==> config.mk <==
export PLATFORM = sky130hd
export DESIGN_NAME = fx_mac_alu
export DESIGN_NICKNAME = d
export VERILOG_FILES = /design/src/rtl/fxalu_pkg.sv /design/src/rtl/fxalu_mul.sv /design/src/rtl/fxalu_sat.sv /design/src/rtl/fxalu_acc.sv /design/src/rtl/fx_mac_alu.sv
export SDC_FILE = /design/constraint.sdc
export NUM_CORES = 2
export LEC_CHECK = 0
export BUFFER_PORTS_ARGS = -buffer_cell sky130_fd_sc_hd__buf_2
export CAP_MARGIN = 40
export CORE_UTILIZATION = 60
export DETAILED_ROUTE_END_ITERATION = 8
export GPL_TIMING_DRIVEN = 0
export PLACE_DENSITY_LB_ADDON = 0.08
export SLEW_MARGIN = 20
export SYNTH_ARGS = -nofsm -noshare
export SYNTH_HDL_FRONTEND = slang
export SYNTH_SLANG_ARGS = --single-unit
==> constraint.sdc <==
create_clock -name clk_i -period 5.2 [get_ports clk_i]
set_input_delay 0.52 -clock clk_i [delete_from_list [all_inputs] [get_ports clk_i]]
set_output_delay 0.52 -clock clk_i [all_outputs]
set_load 0.01 [all_outputs]
==> src/rtl/fxalu_pkg.sv <==
package fxalu_pkg;
  typedef enum logic [3:0] {
    OP_FMAC    = 4'h0,
    OP_FMSC    = 4'h1,
    OP_FMAC_W  = 4'h2,
    OP_FMSC_W  = 4'h3,
    OP_IMAC    = 4'h4,
    OP_IMAC_W  = 4'h5,
    OP_ADD3    = 4'h6,
    OP_ACCUM   = 4'h7,
    OP_ANDXOR  = 4'h8,
    OP_TSTNEG  = 4'h9,
    OP_SEL_GE  = 4'hA,
    OP_SEL_LT  = 4'hB,
    OP_RSVD_C  = 4'hC,
    OP_RSVD_D  = 4'hD,
    OP_LERP    = 4'hE,
    OP_RSVD_F  = 4'hF
  } alu_op_e;
endpackage

==> src/rtl/fxalu_mul.sv <==
module fxalu_mul #(
  parameter int AW = 32,
  parameter int BW = 33,
  localparam int PW = AW + BW
) (
  input  logic signed [AW-1:0] a_i,
  input  logic signed [BW-1:0] b_i,
  output logic signed [PW-1:0] p_o
);
  logic signed [PW-1:0] a_ext, b_ext;
  assign a_ext = PW'(a_i);
  assign b_ext = PW'(b_i);
  assign p_o   = a_ext * b_ext;
endmodule

==> src/rtl/fxalu_sat.sv <==
module fxalu_sat #(
  parameter int IW = 66,
  parameter int OW = 32
) (
  input  logic [IW-1:0] v_i,
  output logic [OW-1:0] q_o,
  output logic          hit_o
);
  // in range iff all bits from OW-1 up match the sign
  logic [IW-OW:0] top;
  assign top   = v_i[IW-1:OW-1];
  assign hit_o = ~(&top) & (|top);
  always_comb begin
    if (!hit_o)         q_o = v_i[OW-1:0];
    else if (v_i[IW-1]) q_o = {1'b1, {(OW-1){1'b0}}};
    else                q_o = {1'b0, {(OW-1){1'b1}}};
  end
endmodule

==> src/rtl/fxalu_acc.sv <==
module fxalu_acc #(
  parameter int AW = 64,
  parameter int FW = 34
) (
  input  logic                 clk_i,
  input  logic                 rst_ni,
  input  logic                 en_i,
  input  logic signed [FW-1:0] inc_i,
  output logic        [AW-1:0] acc_o
);
  logic signed [AW-1:0] acc_q;
  always_ff @(posedge clk_i or negedge rst_ni) begin
    if (!rst_ni)   acc_q <= '0;
    else if (en_i) acc_q <= acc_q + AW'(inc_i);
  end
  assign acc_o = acc_q;
endmodule

==> src/rtl/fx_mac_alu.sv <==
module fx_mac_alu
  import fxalu_pkg::*;
#(
  parameter int DW    = 32,
  parameter int ACC_W = 2 * DW
) (
  input  logic             clk_i,
  input  logic             rst_ni,
  input  logic             valid_i,
  input  logic [3:0]       op_i,
  input  logic [DW-1:0]    a_i,
  input  logic [DW-1:0]    x_i,
  input  logic [DW-1:0]    y_i,
  output logic [DW-1:0]    r_o,
  output logic             valid_o,
  output logic             sat_o,
  output logic             unsup_o,
  output logic             neg_o,
  output logic             zero_o,
  output logic [ACC_W-1:0] acc_o
);
  localparam int BW = DW + 1;      // room for Y - A
  localparam int PW = DW + BW;
  localparam int WW = PW + 1;      // wide sum width
  localparam int FW = DW + 2;      // fractional term width
  localparam int SH = DW - 1;

  alu_op_e op;
  assign op = alu_op_e'(op_i);

  logic signed [DW-1:0] a_s, x_s, y_s;
  assign a_s = a_i;
  assign x_s = x_i;
  assign y_s = y_i;

  logic signed [BW-1:0] mul_b;
  logic signed [PW-1:0] prod, frac;
  assign mul_b = (op == OP_LERP) ? (BW'(y_s) - BW'(a_s)) : BW'(y_s);

  fxalu_mul #(.AW(DW), .BW(BW)) u_mul (
    .a_i(x_s), .b_i(mul_b), .p_o(prod)
  );

  assign frac = prod >>> SH;

  logic signed [WW-1:0] a_w, x_w, y_w, p_w, f_w, wide;
  assign a_w = WW'(a_s);
  assign x_w = WW'(x_s);
  assign y_w = WW'(y_s);
  assign p_w = WW'(prod);
  assign f_w = WW'(frac);

  logic [DW-1:0] alu_res, sat_res, nxt_res;
  logic          do_sat, sat_hit, unsup, acc_en, a_ge_y;
  assign a_ge_y = a_s >= y_s;

  always_comb begin
    wide    = '0;
    alu_res = a_i;
    do_sat  = 1'b0;
    unsup   = 1'b0;
    acc_en  = 1'b0;
    unique case (op)
      OP_FMAC:   begin wide = a_w + f_w; do_sat = 1'b1; end
      OP_FMSC:   begin wide = a_w - f_w; do_sat = 1'b1; end
      OP_FMAC_W: begin wide = a_w + f_w; alu_res = wide[DW-1:0]; end
      OP_FMSC_W: begin wide = a_w - f_w; alu_res = wide[DW-1:0]; end
      OP_IMAC:   begin wide = a_w + p_w; do_sat = 1'b1; end
      OP_IMAC_W: begin
        wide    = a_w + p_w;
        alu_res = {wide[DW-2], wide[DW-2:0]};
      end
      OP_ADD3:   begin wide = a_w + x_w + y_w; do_sat = 1'b1; end
      OP_ACCUM:  acc_en = 1'b1;
      OP_ANDXOR: alu_res = (a_i & x_i) ^ y_i;
      OP_TSTNEG: alu_res = a_ge_y ? x_i : ~x_i;
      OP_SEL_GE: alu_res = a_ge_y ? x_i : y_i;
      OP_SEL_LT: alu_res = a_ge_y ? y_i : x_i;
      OP_LERP:   begin wide = a_w + f_w; do_sat = 1'b1; end
      default:   unsup = 1'b1;
    endcase
  end

  fxalu_sat #(.IW(WW), .OW(DW)) u_sat (
    .v_i(wide), .q_o(sat_res), .hit_o(sat_hit)
  );

  always_comb nxt_res = do_sat ? sat_res : alu_res;

  fxalu_acc #(.AW(ACC_W), .FW(FW)) u_acc (
    .clk_i (clk_i),
    .rst_ni(rst_ni),
    .en_i  (valid_i & acc_en),
    .inc_i (frac[FW-1:0]),
    .acc_o (acc_o)
  );

  logic [DW-1:0] r_q;
  logic          valid_q, sat_q, unsup_q;
  always_ff @(posedge clk_i or negedge rst_ni) begin
    if (!rst_ni) begin
      r_q     <= '0;
      valid_q <= 1'b0;
      sat_q   <= 1'b0;
      unsup_q <= 1'b0;
    end else begin
      valid_q <= valid_i;
      sat_q   <= valid_i & do_sat & sat_hit;
      unsup_q <= valid_i & unsup;
      if (valid_i) r_q <= nxt_res;
    end
  end

  assign r_o     = r_q;
  assign valid_o = valid_q;
  assign sat_o   = sat_q;
  assign unsup_o = unsup_q;
  assign neg_o   = r_q[DW-1];
  assign zero_o  = (r_q == '0);
endmodule

==> results.yml <==
outcome:
  outcome: "finished, violations left"
  failed_checks: "setup timing"
setup_path:
  crit_top_cell: "fa_1"
  critPathMaxStageDelay_ps: 600
  path_buf_inv: 11
  crit_path_max_fanout: 10
  cp.required_ps: 5470
  end_kind: "flop"
  crit_slowest_cell: "fa_1"
  crit_family: "adder cells"
  crit_path_start_kind: "input pin"
  worstPathArrival_ps: 15310
  rrSetupSlack_ps: 490
  crit_type: "input pin to flop"
layout:
  final_common_cell: "inv_1"
  drive_above_1_share: 0.148
  seqCellArea_um2: 2480
  fillCellCount: 7804
  fin_nets: 9405
  multi_input_area_um2: 54400
  area_growth_pct: 16.3
  most-common-layout-cells: "1224 x inv_1, 1104 x fa_1, 777 x nand2_1"
route:
  post_drt_wl_per_cell_um: 28.9
  via_count: 57924
  viasPerCell: 6.45
  drt_iter0_markers: 6426
  first_pass_iters: 9
  drc_errors: 0
  wl_um: 259000
  antenna_left: 0
synth:
  synth_area_leader_cell: "fa_1"
  ys_top_cells_by_area: "fa_1 38%, ha_1 10%, inv_1 7.8%"
  netlist.area_leader.share: 0.384
  synth_edf_count: 0
  post_synth_num_cell_types: 92
  synth_flop_cell: "dfrtp_1"
  ys_seq_area_frac: 0.0414
  synth_nets: 8877
  syn_area_um2: 59900
  synth.avg_cell_area_um2: 8.39
  syn_inst: 7139
  ys_ff_latch: 99
  yosysWarnings: 0
  async_flop_share: 1.00
clock_tree:
  clockBufferDepth: 2
  cts_tree: "done"
  cts.clk_slew.worst_paths_ps: 90
  cts_root_buf: "clkbuf_16"
  worstSkewPairLatency_ps: 430
  cts_sinks: 99
  cts-htree-levels: 3
  cts_buffers: 9
placement:
  detailed_place_hpwl_um: 214000
  port_buffers: 201
  gp_congestion: 1.08
sta:
  post-route-period-util: 2.89
  tns_ps: -830100
  max_clock_freq_mhz: 66.5
  rsz0062_at_grt: "true"
  fin_ws_ps: -9840
  tightest_slew_ps: 1000
  relSlewSlack: 0.331
  clock_skew_ps: 26.4
  hold_viol_final: 0
  period_needed_ps: 15040
  setup_viol: 97
  drv_slew: 0
global_route:
  grt-ovfl-total: 0
  grt_first_pass_wirelength_um: 376000
  grt_pass1_vias: 58160
  track_usage: 0.514
  grt_max_degree: 70
  antenna_found_initial: 39
floorplan:
  die-width_um: 318
  initial_core_util: 0.608
  die-area_um2: 101000
  io_pins: 204
  core_area_um2: 98600
  chipHeight_um: 318
  rows: 115
worst_hold_path:
  hold_class: "input pin to flop"
flow_run:
  max_cap_violations: 0
==> logic make-up (layout without fill, tap and decap cells) <==
group,after synthesis,in the layout,synth area share
multiplexers,16,16,0.00280
XOR/XNOR,314,314,0.0459
other,0,23,0
AND/OR/NAND/NOR,2062,2062,0.169
adder cells (fa/ha/maj),1635,1635,0.486
flip-flops,99,99,0.0414
AO/OA/AOI/OAI,1407,1407,0.153
buffers and inverters,1606,2139,0.101
==> stage by stage <==
| step | utilization | instance area [um^2] | instances | setup slack, ps | hold slack, ps |
|---|---|---|---|---|---|
| 6_report | 0.707 | 69700 | 8982 | -9840 | 216 |
| 5_1_grt | 0.706 | 69600 | 8963 | -10300 | 220 |
| 4_1_cts | 0.689 | 67900 | 8867 | -9350 | 219 |
| 3_5_place_dp | 0.656 | 64700 | 8733 | -12850 | 430 |
| 3_3_place_gp | 0.642 | 63300 | 8627 | -13460 | 460 |
| 2_1_floorplan | - | 60700 | 7139 | -8350 | 224 |
==> cell usage after synthesis (44+ instances only) <==
master / instances
nor2_1: 274
a221oi_1: 52
nor2b_1: 47
inv_1: 1244
ha_1: 485
a21o_1: 165
xor2_1: 125
fa_1: 1150
nor3_1: 77
o21bai_1: 60
a211oi_1: 44
a31oi_1: 51
nand2b_1: 50
and2_1: 562
a21oi_1: 384
dfrtp_1: 99
o21ai_0: 317
nand4_1: 54
nand3_1: 66
xnor2_1: 189
nand2_1: 787
clkbuf_1: 322
==> area by class of cell <==
cell class                      instances  share of cell area
Multi-Input combinational cell       5434               0.781
Inverter                             1245              0.0674
Timing Repair Buffer                  528              0.0618
Sequential cell                        99              0.0356
Buffer                                350              0.0264
Tap cell                             1287              0.0231
Clock buffer                            9             0.00323
Clock inverter                          7             0.00102
Antenna cell                           23            0.000826
==> path summary, 6_finish.rpt <==
path / start / to / cells past startpoint
worst max-delay path: a_i[2] / r_o[6] / 64
max in group asynchronous: rst_ni / r_o[1] / 3
worst min register to register: u_acc.acc_o[63] / u_acc.acc_o[63] / 1
min in group asynchronous: rst_ni / u_acc.acc_o[44] / 2
worst max register to register: u_acc.acc_o[0] / u_acc.acc_o[60] / 17
worst min-delay path: valid_i / valid_o / 1
==> layer usage <==
metal  track usage  up-vias  wire length [um]
met5       0.00426        -               289
met4         0.430       36             28500
met3         0.166     1332             33200
met2         0.761     3962            109000
met1         0.607    28626             87900
li1              -    23968                 -
==> flip-flops by register name, summed over array words and instances, names as in the netlist <==
| name | cells |
|---|---|
| unsup_o | 1 |
| r_o | 32 |
| valid_o | 1 |
| sat_o | 1 |
| u_acc.acc_o | 64 |
==> repair_timing <==
action,4_1_cts,5_1_grt
resized for setup,444,216
pin swaps,172,143
setup endpoints to repair,97,97
gates cloned,1,0
endpoints found under the hold margin,29,0
hold buffers,1,0
setup buffers,125,66
Power is not shown: default switching activity piles up to over one toggle a cycle in this logic, so the estimate is an artifact.
